### config.mk
export PLATFORM = sky130hd
export DESIGN_NAME = mw_write_gate
export DESIGN_NICKNAME = d
export VERILOG_FILES = /design/src/rtl/mwg_pkg.sv /design/src/rtl/mwg_decide.sv /design/src/rtl/mwg_lockreg.sv /design/src/rtl/mwg_seq.sv /design/src/rtl/mw_write_gate.sv
export SDC_FILE = /design/constraint.sdc
export NUM_CORES = 1
export LEC_CHECK = 0
export ABC_AREA = 1
export BUFFER_PORTS_ARGS = -buffer_cell sky130_fd_sc_hd__buf_2
export CAP_MARGIN = 15
export CORE_MARGIN = 2
export CORE_UTILIZATION = 30
export CTS_BUF_LIST = sky130_fd_sc_hd__clkbuf_8
export DETAILED_ROUTE_END_ITERATION = 8
export PLACE_DENSITY = 0.52
export SYNTH_ARGS = -nofsm -noshare
export SYNTH_HDL_FRONTEND = slang
export SYNTH_SLANG_ARGS = --single-unit
### constraint.sdc
create_clock -name clk -period 2.37 [get_ports clk]
set_clock_uncertainty 0.15 [all_clocks]
set_input_delay 0.474 -clock clk [delete_from_list [all_inputs] [get_ports clk]]
set_output_delay 0.474 -clock clk [all_outputs]
set_load 0.03 [all_outputs]
### src/rtl/mwg_pkg.sv
package mwg_pkg;

    typedef enum logic [1:0] {
        OUT_NONE   = 2'b00,
        OUT_ACCEPT = 2'b01,
        OUT_ERROR  = 2'b10,
        OUT_SILENT = 2'b11
    } outcome_e;

    typedef enum logic [1:0] {
        WS_IDLE   = 2'b00,
        WS_FIRST  = 2'b01,
        WS_SECOND = 2'b10
    } wr_state_e;

    typedef struct packed {
        outcome_e    kind;
        logic [7:0]  err;
        logic        pair;
    } verdict_t;

    localparam logic [1:0] BANK_USER   = 2'b11;
    localparam logic [7:0] ERR_GENERIC = 8'h00;
    localparam logic [7:0] ERR_LOCKED  = 8'h04;

    function automatic verdict_t judge(input logic zero, input logic one,
                                       input logic two, input logic odd,
                                       input logic locked);
        verdict_t v;
        v.kind = OUT_ACCEPT;
        v.err  = ERR_GENERIC;
        v.pair = two;
        if (zero) begin
            v.kind = OUT_SILENT;
            v.pair = 1'b0;
        end else if (!(one || two) || (two && odd)) begin
            v.kind = OUT_ERROR;
            v.pair = 1'b0;
        end else if (locked) begin
            v.kind = OUT_ERROR;
            v.err  = ERR_LOCKED;
            v.pair = 1'b0;
        end
        return v;
    endfunction

endpackage

### src/rtl/mwg_decide.sv
module mwg_decide
    import mwg_pkg::*;
#(
    parameter int PTR_W       = 8,
    parameter int CNT_W       = 8,
    parameter int BLOCKS      = 2,
    parameter int BLOCK_WORDS = 2
) (
    input  logic [1:0]        bank,
    input  logic [PTR_W-1:0]  ptr,
    input  logic [CNT_W-1:0]  count,
    input  logic              wide,
    input  logic [BLOCKS-1:0] perm,
    output verdict_t          verdict
);
    localparam int AW = PTR_W + 1;

    logic [AW-1:0]     first_w;
    logic [AW-1:0]     last_w;
    logic [BLOCKS-1:0] hit;
    logic              is_two;

    assign is_two  = (count == CNT_W'(2));
    assign first_w = {1'b0, ptr};
    assign last_w  = first_w + (is_two ? AW'(1) : AW'(0));

    for (genvar b = 0; b < BLOCKS; b++) begin : g_blk
        localparam logic [AW-1:0] LO = AW'(b * BLOCK_WORDS);
        localparam logic [AW-1:0] HI = AW'(b * BLOCK_WORDS + BLOCK_WORDS - 1);
        assign hit[b] = perm[b] &&
                        (((first_w >= LO) && (first_w <= HI)) ||
                         ((last_w  >= LO) && (last_w  <= HI)));
    end

    always_comb begin
        verdict = judge(count == CNT_W'(0), count == CNT_W'(1), is_two,
                        ptr[0], (bank == BANK_USER) && wide && (|hit));
    end

endmodule

### src/rtl/mwg_lockreg.sv
module mwg_lockreg #(
    parameter int BLOCKS = 2
) (
    input  logic              clk,
    input  logic              rst,
    input  logic              set_valid,
    input  logic [BLOCKS-1:0] set_mask,
    input  logic              wide,
    output logic [BLOCKS-1:0] perm
);
    always_ff @(posedge clk) begin
        if (rst) begin
            perm <= '0;
        end else if (set_valid && wide) begin
            perm <= perm | set_mask;
        end
    end

    AST_LOCK_STICKY: assert property (@(posedge clk) disable iff (rst)
        ((perm & ~$past(perm)) != '1) |-> ((($past(perm) & ~perm)) == '0));

    AST_NARROW_IGNORED: assert property (@(posedge clk) disable iff (rst)
        (set_valid && !wide) |=> (perm == $past(perm)));

endmodule

### src/rtl/mwg_seq.sv
module mwg_seq
    import mwg_pkg::*;
#(
    parameter int PTR_W  = 8,
    parameter int WORD_W = 16
) (
    input  logic                clk,
    input  logic                rst,
    input  logic                req_valid,
    input  verdict_t            verdict,
    input  logic [1:0]          req_bank,
    input  logic [PTR_W-1:0]    req_ptr,
    input  logic [2*WORD_W-1:0] req_wdata,
    output logic                resp_valid,
    output outcome_e            resp_kind,
    output logic [7:0]          resp_err,
    output logic                busy,
    output logic                mem_we,
    output logic [1:0]          mem_bank,
    output logic [PTR_W-1:0]    mem_addr,
    output logic [WORD_W-1:0]   mem_wdata
);
    wr_state_e             state;
    logic [PTR_W-1:0]      base_q;
    logic [1:0]            bank_q;
    logic [2*WORD_W-1:0]   data_q;
    logic                  pair_q;

    always_ff @(posedge clk) begin
        if (rst) begin
            state      <= WS_IDLE;
            resp_valid <= 1'b0;
            resp_kind  <= OUT_NONE;
            resp_err   <= 8'h00;
            base_q     <= '0;
            bank_q     <= '0;
            data_q     <= '0;
            pair_q     <= 1'b0;
        end else begin
            resp_valid <= 1'b0;
            resp_kind  <= OUT_NONE;
            resp_err   <= 8'h00;
            unique case (state)
                WS_IDLE: begin
                    if (req_valid) begin
                        resp_valid <= 1'b1;
                        resp_kind  <= verdict.kind;
                        resp_err   <= verdict.err;
                        if (verdict.kind == OUT_ACCEPT) begin
                            state  <= WS_FIRST;
                            base_q <= req_ptr;
                            bank_q <= req_bank;
                            data_q <= req_wdata;
                            pair_q <= verdict.pair;
                        end
                    end
                end
                WS_FIRST:  state <= pair_q ? WS_SECOND : WS_IDLE;
                WS_SECOND: state <= WS_IDLE;
                default:   state <= WS_IDLE;
            endcase
        end
    end

    assign busy      = (state != WS_IDLE);
    assign mem_we    = busy;
    assign mem_bank  = bank_q;
    assign mem_addr  = base_q + ((state == WS_SECOND) ? PTR_W'(1) : PTR_W'(0));
    assign mem_wdata = (state == WS_SECOND) ? data_q[2*WORD_W-1:WORD_W]
                                            : data_q[WORD_W-1:0];

    AST_REFUSE_NO_WRITE: assert property (@(posedge clk) disable iff (rst)
        (resp_valid && resp_kind != OUT_ACCEPT) |-> !mem_we);

    AST_ACCEPT_WRITES: assert property (@(posedge clk) disable iff (rst)
        (resp_valid && resp_kind == OUT_ACCEPT) |-> (mem_we && mem_addr == $past(req_ptr)));

    AST_PAIR_NEXT: assert property (@(posedge clk) disable iff (rst)
        (state == WS_FIRST && pair_q) |=> (mem_we && mem_addr == $past(mem_addr) + PTR_W'(1)));

    AST_BUSY_NO_RESP: assert property (@(posedge clk) disable iff (rst)
        busy |=> !resp_valid);

endmodule

### src/rtl/mw_write_gate.sv
module mw_write_gate
    import mwg_pkg::*;
#(
    parameter int PTR_W       = 8,
    parameter int CNT_W       = 8,
    parameter int WORD_W      = 16,
    parameter int BLOCKS      = 2,
    parameter int BLOCK_WORDS = 2
) (
    input  logic                clk,
    input  logic                rst,
    input  logic                req_valid,
    input  logic [1:0]          req_bank,
    input  logic [PTR_W-1:0]    req_ptr,
    input  logic [CNT_W-1:0]    req_count,
    input  logic [2*WORD_W-1:0] req_wdata,
    input  logic                user_wide,
    input  logic                plock_valid,
    input  logic [BLOCKS-1:0]   plock_mask,
    output logic                resp_valid,
    output logic [1:0]          resp_kind,
    output logic [7:0]          resp_err,
    output logic                busy,
    output logic                mem_we,
    output logic [1:0]          mem_bank,
    output logic [PTR_W-1:0]    mem_addr,
    output logic [WORD_W-1:0]   mem_wdata
);
    logic [BLOCKS-1:0] perm;
    verdict_t          verdict;
    outcome_e          kind_e;

    mwg_lockreg #(.BLOCKS(BLOCKS)) i_lock (
        .clk(clk), .rst(rst), .set_valid(plock_valid),
        .set_mask(plock_mask), .wide(user_wide), .perm(perm)
    );

    mwg_decide #(.PTR_W(PTR_W), .CNT_W(CNT_W), .BLOCKS(BLOCKS),
                 .BLOCK_WORDS(BLOCK_WORDS)) i_decide (
        .bank(req_bank), .ptr(req_ptr), .count(req_count),
        .wide(user_wide), .perm(perm), .verdict(verdict)
    );

    mwg_seq #(.PTR_W(PTR_W), .WORD_W(WORD_W)) i_seq (
        .clk(clk), .rst(rst), .req_valid(req_valid), .verdict(verdict),
        .req_bank(req_bank), .req_ptr(req_ptr), .req_wdata(req_wdata),
        .resp_valid(resp_valid), .resp_kind(kind_e), .resp_err(resp_err),
        .busy(busy), .mem_we(mem_we), .mem_bank(mem_bank),
        .mem_addr(mem_addr), .mem_wdata(mem_wdata)
    );

    assign resp_kind = kind_e;

    AST_LOCKED_NOT_WRITTEN: assert property (@(posedge clk) disable iff (rst)
        (req_valid && !busy && req_bank == BANK_USER && user_wide &&
         req_ptr < PTR_W'(BLOCKS * BLOCK_WORDS) &&
         perm[req_ptr / PTR_W'(BLOCK_WORDS)]) |=> !mem_we);

endmodule

==> results.md <==
* Layout Nets at 639
* R2r endpoint: i_seq.data_q[29]
* Die area at 11120 sq um
* PwrDens at 427.4 nW/um^2
* WP data arrival at 1.67 ns
* RSZ-0062 raised after global routing: yes
* Placed cell count at 705
* DP HPWL at 5.320 mm
* Clock Power Share at 0.374
* Residual DRC count at 0
* Top cells by area, synth: dfxtp_1 (33%), inv_1 (17%), nand2_1 (15%)
* CP Max Fanout at 3
* Vias in the first global route at 2771
* Status: completed
* Num CTS Buffers at 5
* Slowest stage delay, CP at 0.34 ns
* Die height at 105.4 um
* Synth cell types at 26
* Setup crit start: i_seq.state[1]
* Crit Path Category: reg2out
* Synth warn at 0
* Global-route wire length before repair at 12.50 mm
* GRT Util Overall at 0.1366
* Starting Density at 0.3045
* Vias per cell at 4.083
* Crit-path slowest cell: dfxtp_2
* Sequential power share at 0.517
* R2r startpoint: i_seq.state[0]
* Pleak at 2.087 nW
* Synthesized cell area at 3087 sq um
* Hold crit path type: reg2reg
* Pre-CTS setup slack at -0.2129 ns
* TritonRoute pass-1 iters at 4
* Final cell count without fillers at 714
* Post-Route WL at 7.441 mm
* CP endpoint: mem_addr[6]
* Detail Route Antenna Nets at 0
* Final min period at 2.291 ns
* Startpoint types: flop
* Int Pwr at 1.273 mW
* # rows at 37
* Root Buffer: clkbuf_8
* Max Fclk at 436.5 MHz
* CTS tree: yes
* Clk sink count at 51
* Yosys reg bits at 51
* Ant. Diodes at 0
* Proportion of layout cells with a drive suffix above 1 at 0.2353
* I/O Pins at 96
* Iter 0 DRT Violations at 84
* Post-Route Setup TNS at 0 ns
* Die W at 105.4 um
* Sequential area share after synthesis at 0.3308
* Final Max Slew Viols at 0
* Final worst path period share at 0.9667
* Initial antenna violation count at 0
* Final hold vios at 0
* Gpl congestion at 0.7760
* Core footprint at 10140 sq um
* DR vias at 2915
* CP required at 1.75 ns
* Largest net degree at the start of global routing at 44
* Switch share at 0.2378
* Worst skew pair latency at 0.30 ns
* Gate power share at 0.108
* Input/output buffers at 88
* Crit. End Element: primary output
* Setup-failing EPs final at 0
* Grt ovf at 0
* Mean area per synthesized cell at 6.261 sq um
* Max-cap viol count at 0
* Cell taking the most area after synthesis: dfxtp_1
* Reg2Reg Setup Slack at 0.78 ns
* H-tree level count at 2
* Setup slack after layout at 0.07893 ns
* Net switching power at 0.3972 mW
* Post-layout util at 0.3854
* Post-Synthesis Cells at 493
* Area growth syn-to-layout at 26.59%
* Worst vdd rail ir drop at 0.0002586 V
* Register-to-Register Path Depth at 8
* Pwr Total at 1.670 mW
* Synth top area share at 0.3308
* CTS Buffer Depth at 2
* Worst-path clk slew at 0.09 ns
* Crit-path cells: inv_2 -> nor2_4 -> ha_4 -> ha_4 -> nand3_2 -> nor2_4 -> xor2_2 -> buf_6
* Routed length per placed instance at 10.42 um
## final cells by class
type,instances,area [sq um]
Tap cell,136,170.2
Sequential cell,51,1022
Inverter,139,521.8
Clock buffer,6,82.58
Fill cell,1138,6231
Clock inverter,2,35.03
Timing Repair Buffer,104,635.6
Multi-Input combinational cell,276,1440
## worst min path at each step
stage,depth (start not counted),end,startpoint
after global routing,2,i_lock.perm[0],rst
after detailed placement,1,i_seq.state[1],i_seq.state[1]
final,1,i_seq.state[1],i_seq.state[1]
after global placement,1,i_seq.state[1],i_seq.state[1]
after CTS,3,i_lock.perm[1],plock_mask[1]
after floorplan,1,i_seq.state[1],i_seq.state[1]
## worst max-delay path: cells and delay by family, from the launching register on
kind                       cells  cell delay, ns
DFF                            1            0.34
adders and majority gates      2            0.32
xor gates and xnor gates       1            0.14
buffers and inverters          2            0.19
and+or+nand+nor                3            0.37
## what timing repair did
| item | in CTS | in global routing |
|---|---|---|
| endpoints found under the setup margin | 5 | 51 |
| hold buffers | 0 | 0 |
| resized for setup | 17 | 7 |
| hold endpoints to repair | 0 | 0 |
| pin swaps | 4 | 4 |
| buffers inserted | 1 | 1 |
## layout by cell type, fill, tap and decap left out
cell       Yosys  final
buf_4          8     11
buf_2          0     86
nand2_1      122    122
o21ai_0       16     16
xor2_2         0      2
or3_1          1      1
a21oi_4        1      1
nand3_1        7      4
buf_6         14      2
clkinv_1       1      1
bufinv_16      0      1
ha_4           0      2
nor2_2         1      2
buf_12         0      5
nand3_4        1      4
inv_2          2      3
dfxtp_1       51     50
nand2_2        1      1
nor4_1         1      1
ha_1           5      3
a21oi_1        3      3
xor2_1         6      3
nand4_1       44     44
a21oi_2        1      1
nor2_1        56     52
clkinv_2       0      1
nand3_2        2      2
conb_1         1      7
dfxtp_2        0      1
xor2_4         0      1
nor2_4         0      3
clkbuf_8       0      6
inv_1        136    135
nor3_4         0      1
## layer usage
| layer | track usage | wire [um] | vias to the layer above | share of wire |
|---|---|---|---|---|
| met5 | 0 | 0 | - | 0 |
| met4 | 0.04190 | 85 | 0 | 0.011 |
| met3 | 0.02165 | 259 | 6 | 0.035 |
| met2 | 0.2332 | 3625 | 51 | 0.49 |
| met1 | 0.1764 | 3471 | 1259 | 0.47 |
| li1 | - | - | 1599 | - |
## synthesized netlist by cell type, drive strengths merged
master,number
nand4,44
dfxtp,51
conb,1
clkbuf,7
nor3,1
nand2,123
inv,138
clkinv,1
ha,5
nor2,57
o21ai,16
nand3,10
nor4,1
buf,26
a21oi,5
or3,1
xor2,6
## cell families after synthesis
family	Yosys count	share of synthesized area
and+or+nand+nor	237	0.3389
buffers and inverters	172	0.2529
DFF	51	0.3308
AOI/OAI and AO/OA	21	0.03892
xor gates and xnor gates	6	0.01702
adders and majority gates	5	0.02027
other	1	0.001215
## sequential cells by signal, indices dropped and copies added (netlist names)
| name | count |
|---|---|
| i_seq.base_q | 8 |
| i_seq.data_q | 32 |
| i_seq.resp_kind | 2 |
| i_seq.mem_bank | 2 |
| i_lock.perm | 2 |
| i_seq.pair_q | 1 |
| i_seq.resp_valid | 1 |
| i_seq.resp_err | 1 |
| i_seq.state | 2 |
## through the flow
step	instance area [sq um]	hold WS (ns)
floorplan	3143	0.2479
global placement	3672	0.2573
detailed placement	3672	0.2622
CTS	3865	0.2596
global route	3908	0.2585
finish	3908	0.2641
## power groups by stage
stage | Clock, mW | Combinational [mW] | Sequential, mW
global route | 0.682 | 0.203 | 0.865
CTS | 0.658 | 0.180 | 0.864
floorplan | 0 | 0.104 | 0.888
global placement | 0 | 0.178 | 0.884
finish | 0.625 | 0.181 | 0.864
detailed placement | 0 | 0.179 | 0.884
(Power assumes the default switching activity.)
